<file path="config.mk">
export PLATFORM = sky130hd
export DESIGN_NAME = idct4_stage
export DESIGN_NICKNAME = d
export VERILOG_FILES = /design/src/rtl/idct4_pkg.sv /design/src/rtl/idct4_even.sv /design/src/rtl/idct4_odd.sv /design/src/rtl/idct4_narrow.sv /design/src/rtl/idct4_stage.sv
export SDC_FILE = /design/constraint.sdc
export NUM_CORES = 2
export LEC_CHECK = 0
export CORE_MARGIN = 2
export CORE_UTILIZATION = 63
export DETAILED_ROUTE_END_ITERATION = 16
export DONT_BUFFER_PORTS = 1
export PLACE_DENSITY = 0.79
export SLEW_MARGIN = 20
export SYNTH_ARGS = -nofsm -noshare
export SYNTH_HDL_FRONTEND = slang
export SYNTH_HIERARCHICAL = 1
export SYNTH_SLANG_ARGS = --single-unit
export TNS_END_PERCENT = 1
</file>
<file path="constraint.sdc">
create_clock -name clk -period 16.5 [get_ports clk]
set_input_delay 3.3 -clock clk [delete_from_list [all_inputs] [get_ports clk]]
set_output_delay 3.3 -clock clk [all_outputs]
set_load 0.005 [all_outputs]
</file>
<file path="src/rtl/idct4_pkg.sv">
// Package: shared widths and Q14 cosine weights for the 4-point inverse DCT.
// Assumes: weights fit in 16 bits; products are formed at 32 bits.
package idct4_pkg;
    localparam int COEF_W  = 16;
    localparam int PROD_W  = 32;
    localparam int FRAC_W  = 14;
    localparam int W_COS16 = 11585;  // cos(pi/4)  * 2^14
    localparam int W_COS8  = 15137;  // cos(pi/8)  * 2^14
    localparam int W_COS24 = 6270;   // cos(3pi/8) * 2^14
endpackage

</file>
<file path="src/rtl/idct4_even.sv">
// Module: even butterfly. Wraps c0+c2 and c0-c2 to DW bits, then scales
// both by the cos(pi/4) weight into PW-bit products.
// Assumes: PW is wide enough for the product without overflow.
module idct4_even #(
    parameter int DW = idct4_pkg::COEF_W,
    parameter int PW = idct4_pkg::PROD_W
) (
    input  logic signed [DW-1:0] x0,
    input  logic signed [DW-1:0] x2,
    output logic signed [PW-1:0] e0,
    output logic signed [PW-1:0] e1
);
    localparam logic signed [PW-1:0] K16 = PW'(idct4_pkg::W_COS16);

    logic signed [DW-1:0] sum_w;
    logic signed [DW-1:0] dif_w;
    logic signed [PW-1:0] sum_x;
    logic signed [PW-1:0] dif_x;

    // wrapped butterfly at coefficient width, then sign-extend and scale
    always_comb begin
        sum_w = x0 + x2;
        dif_w = x0 - x2;
        sum_x = PW'(sum_w);
        dif_x = PW'(dif_w);
        e0    = sum_x * K16;
        e1    = dif_x * K16;
    end
endmodule

</file>
<file path="src/rtl/idct4_odd.sv">
// Module: odd rotation. Combines c1 and c3 with the cos(pi/8) and
// cos(3pi/8) weights, accumulating at PW bits.
// Assumes: PW holds the sum of two full-scale products.
module idct4_odd #(
    parameter int DW = idct4_pkg::COEF_W,
    parameter int PW = idct4_pkg::PROD_W
) (
    input  logic signed [DW-1:0] x1,
    input  logic signed [DW-1:0] x3,
    output logic signed [PW-1:0] o0,
    output logic signed [PW-1:0] o1
);
    localparam logic signed [PW-1:0] K8  = PW'(idct4_pkg::W_COS8);
    localparam logic signed [PW-1:0] K24 = PW'(idct4_pkg::W_COS24);

    logic signed [PW-1:0] a_x;
    logic signed [PW-1:0] b_x;

    // rotate the odd pair by the two cosine weights
    always_comb begin
        a_x = PW'(x1);
        b_x = PW'(x3);
        o0  = a_x * K8  + b_x * K24;
        o1  = a_x * K24 - b_x * K8;
    end
endmodule

</file>
<file path="src/rtl/idct4_narrow.sv">
// Module: rounding narrower. Adds half an LSB, shifts right arithmetically
// by SH and clamps to the signed DW-bit range.
// Assumes: SH >= 1 and DW < PW.
module idct4_narrow #(
    parameter int PW = idct4_pkg::PROD_W,
    parameter int DW = idct4_pkg::COEF_W,
    parameter int SH = idct4_pkg::FRAC_W
) (
    input  logic signed [PW-1:0] v,
    output logic signed [DW-1:0] q
);
    localparam int XW = PW + 1;
    localparam logic signed [XW-1:0] HALF = XW'(1) <<< (SH - 1);
    localparam logic signed [XW-1:0] QMAX = XW'((1 << (DW - 1)) - 1);
    localparam logic signed [XW-1:0] QMIN = -(XW'(1) <<< (DW - 1));

    logic signed [XW-1:0] biased;
    logic signed [XW-1:0] shifted;

    // round, shift and clamp in one step
    always_comb begin
        biased  = XW'(v) + HALF;
        shifted = biased >>> SH;
        if (shifted > QMAX)      q = QMAX[DW-1:0];
        else if (shifted < QMIN) q = QMIN[DW-1:0];
        else                     q = shifted[DW-1:0];
    end

    // sign of the term is kept by the narrowing
    always_comb begin
        if (!v[PW-1]) p_sign_pos_r3: assert (!q[DW-1]);
        else          p_sign_neg_r3: assert (q[DW-1] || q == '0);
    end
endmodule

</file>
<file path="src/rtl/idct4_stage.sv">
// Module: one-dimensional 4-point inverse DCT stage (top).
// Even butterfly and odd rotation feed four rounding narrowers; the
// recombination wraps. REGISTERED=1 adds one register stage.
// Assumes: synchronous active-low reset; inputs valid when in_vld is high.
module idct4_stage #(
    parameter int DW         = idct4_pkg::COEF_W,
    parameter int PW         = idct4_pkg::PROD_W,
    parameter int SH         = idct4_pkg::FRAC_W,
    parameter bit REGISTERED = 1'b1
) (
    input  logic                 clk,
    input  logic                 rst_n,
    input  logic                 in_vld,
    input  logic signed [DW-1:0] in_c0,
    input  logic signed [DW-1:0] in_c1,
    input  logic signed [DW-1:0] in_c2,
    input  logic signed [DW-1:0] in_c3,
    output logic                 out_vld,
    output logic signed [DW-1:0] out_y0,
    output logic signed [DW-1:0] out_y1,
    output logic signed [DW-1:0] out_y2,
    output logic signed [DW-1:0] out_y3
);
    localparam int NTERM = 4;

    logic signed [PW-1:0] wide [NTERM];  // e0, e1, o0, o1
    logic signed [DW-1:0] nar  [NTERM];
    logic signed [DW-1:0] y0_c, y1_c, y2_c, y3_c;

    idct4_even #(.DW(DW), .PW(PW)) u_even (
        .x0(in_c0), .x2(in_c2), .e0(wide[0]), .e1(wide[1])
    );

    idct4_odd #(.DW(DW), .PW(PW)) u_odd (
        .x1(in_c1), .x3(in_c3), .o0(wide[2]), .o1(wide[3])
    );

    for (genvar t = 0; t < NTERM; t++) begin : g_narrow
        idct4_narrow #(.PW(PW), .DW(DW), .SH(SH)) u_nar (
            .v(wide[t]), .q(nar[t])
        );
    end

    // wrapping recombination in the fixed output order
    always_comb begin
        y0_c = nar[0] + nar[2];
        y1_c = nar[1] + nar[3];
        y2_c = nar[1] - nar[3];
        y3_c = nar[0] - nar[2];
    end

    if (REGISTERED) begin : g_reg
        // capture results on valid input; valid flag follows by one cycle
        always_ff @(posedge clk) begin
            if (!rst_n) begin
                out_vld <= 1'b0;
                out_y0  <= '0;
                out_y1  <= '0;
                out_y2  <= '0;
                out_y3  <= '0;
            end else begin
                out_vld <= in_vld;
                if (in_vld) begin
                    out_y0 <= y0_c;
                    out_y1 <= y1_c;
                    out_y2 <= y2_c;
                    out_y3 <= y3_c;
                end
            end
        end

        p_vld_lat_r7: assert property (@(posedge clk) disable iff (!rst_n)
            $past(rst_n) |-> out_vld == $past(in_vld));

        p_idle_hold_r8: assert property (@(posedge clk) disable iff (!rst_n)
            !in_vld |=> ($stable(out_y0) && $stable(out_y1)
                         && $stable(out_y2) && $stable(out_y3)));

        p_even_only_r5: assert property (@(posedge clk) disable iff (!rst_n)
            (in_vld && in_c1 == '0 && in_c3 == '0)
                |=> (out_y0 == out_y3 && out_y1 == out_y2));

        p_c2_zero_r6: assert property (@(posedge clk) disable iff (!rst_n)
            (in_vld && in_c2 == '0)
                |=> (DW'(out_y0 + out_y3) == DW'(out_y1 + out_y2)));
    end else begin : g_comb
        // combinational variant: results follow the inputs directly
        always_comb begin
            out_vld = in_vld;
            out_y0  = y0_c;
            out_y1  = y1_c;
            out_y2  = y2_c;
            out_y3  = y3_c;
        end
    end
endmodule

</file>
==> results.json <==
{
  "hp-start": "out_y3[5]$_SDFFE_PN0P_",
  "ctsResizeCount": 0,
  "core-area_sq_um": 56500,
  "antenna_found_initial": 0,
  "die_area_sq_um": 59260,
  "worstSetupEndpointType": "flop",
  "max_cap_violations": 0,
  "die_h_um": 243.4,
  "drive_above_1_share_pct": 4.015,
  "io_pins": 132,
  "final_area_sq_um": 36970,
  "clock_latency_ns": 0.34,
  "tightest_slew_ns": 1.061,
  "tns_ns": 0,
  "r2r_end": "out_y1[15]$_SDFFE_PN0P_",
  "status": "completed",
  "max-clock-path-buffers": 2,
  "max_freq_ghz": 0.06672,
  "drt_first_pass_iters": 7,
  "dpl.hpwl_um": 76090,
  "syn_nets": 5402,
  "cts.clk_slew.worst_paths_ns": 0.06,
  "arrival_ns": 15.22,
  "portBuffers": 0,
  "maxSlewViolCount": 0,
  "vias": 27718,
  "grt_pass1_wl_um": 145600,
  "wl_um": 87630,
  "avgSynthCellArea_sq_um": 8.832,
  "cts_setup_buffers": 0,
  "hold_path_class": "flop to flop",
  "start_util_pct": 63.92,
  "grt_max_degree": 65,
  "start_kind": "input port",
  "track_usage_pct": 30.36,
  "crit_top_cell": "fa_1",
  "wl_per_cell_um": 18.29,
  "htree_levels": 3,
  "vias_per_cell": 5.785,
  "grt-ovfl-total": 0,
  "placementRows": 87,
  "crit_fanout": 15,
  "yosys_warnings": 6,
  "synth_area_sq_um": 36110,
  "report.final.hold_viol_count": 0,
  "rrSetupSlack_ns": 15.52,
  "num-nets-final": 5344,
  "min_to": "out_y3[5]$_SDFFE_PN0P_",
  "critPathSlowestCell": "fa_1",
  "period_minus_slack_ns": 14.99,
  "critPathRequiredTime_ns": 16.73,
  "critical_path.reg2reg.startpoint": "out_y1[15]$_SDFFE_PN0P_",
  "grt_pass1_vias": 28649,
  "syn_to_final_growth_pct": 2.380,
  "cts_made_buffers": 9,
  "synthCells": 4089,
  "drt_iter0_drc": 1755,
  "finalSetupViolCount": 0,
  "fin_crit_sh_pct": 90.83,
  "cpPeakStageDelay_ns": 0.56,
  "place_area_sq_um": 36710,
  "drcViolationCount": 0,
  "fin_skew_ns": 0,
  "holdPathStages": 2,
  "cts_tree": "built",
  "cts_root_buffer": "clkbuf_16",
  "die_w_um": 243.4,
  "reg2reg_depth": 3,
  "gp_congestion": 0.9637,
  "cts_hold_buf": 0,
  "slew_headroom_pct": 28.76,
  "rsz0062_at_grt": "false",
  "crit_type": "input port to flop",
  "cts_sinks": 63,
  "diodes": 0,
  "route.antenna.remaining_nets": 0
}
[registers in the layout, indices dropped and copies added (netlist names)]
name     count
out_y1      16
out_vld      1
out_y0      15
out_y3      16
out_y2      15
[critical path, delay by kind of cell]
kind,cells,cell delay [ns]
AOI/OAI and AO/OA,14,3.86
xor gates and xnor gates,1,0.35
muxes,1,0.14
adders and majority gates,12,5.19
buffers and inverters,6,0.43
and+or+nand+nor,10,1.94
[cell type report]
| cell class | count | area (sq um) |
|---|---|---|
| Multi-Input combinational cell | 2945 | 30670 |
| Fill cell | 4537 | 19520 |
| Inverter | 1004 | 3769 |
| Sequential cell | 63 | 1261 |
| Tap cell | 756 | 945.9 |
| Clock buffer | 9 | 225.2 |
| Timing Repair Buffer | 8 | 60.06 |
| Clock inverter | 6 | 38.79 |
[routing by layer]
layer | track usage, % | wire, um | vias to the layer above
met5 | 0 | 0 | -
li1 | - | - | 13253
met3 | 4.693 | 5520 | 179
met2 | 50.37 | 40560 | 802
met4 | 9.058 | 2883 | 0
met1 | 40.99 | 38660 | 13484
[how the worst max path moves through the flow]
| stage | from | endpoint |
|---|---|---|
| 4_1_cts | in_c1[7] | out_y2[13]$_SDFFE_PN0P_ |
| 6_report | in_c1[7] | out_y2[13]$_SDFFE_PN0P_ |
| 3_3_place_gp | in_c1[15] | out_y2[13]$_SDFFE_PN0P_ |
| 5_1_grt | in_c1[7] | out_y2[13]$_SDFFE_PN0P_ |
| 2_1_floorplan | in_c1[9] | out_y2[13]$_SDFFE_PN0P_ |
| 3_5_place_dp | in_c1[11] | out_y2[13]$_SDFFE_PN0P_ |
[through the flow]
stage	setup slack, ns	hold slack (ns)	std cells	util [%]
floorplan	2.625	0.4419	4089	-
global placement	1.499	0.4763	4776	64.98
detailed placement	1.298	0.4852	4776	64.98
CTS	1.640	0.4937	4791	65.45
global route	0.7138	0.5039	4791	65.45
finish	1.513	0.4941	4791	65.45
[cell usage in the layout, fill, tap and decap left out, types with 63 or more instances in the layout]
cell     instances
nor2_1         186
o21ai_0        113
inv_1          999
dfxtp_1         63
a21oi_1        203
ha_1           748
xor2_1          83
a21o_1          71
xnor2_1        173
fa_1           498
nand2_1        128
Power is not shown: default switching activity piles up to over one toggle a cycle in this logic, so the estimate is an artifact.
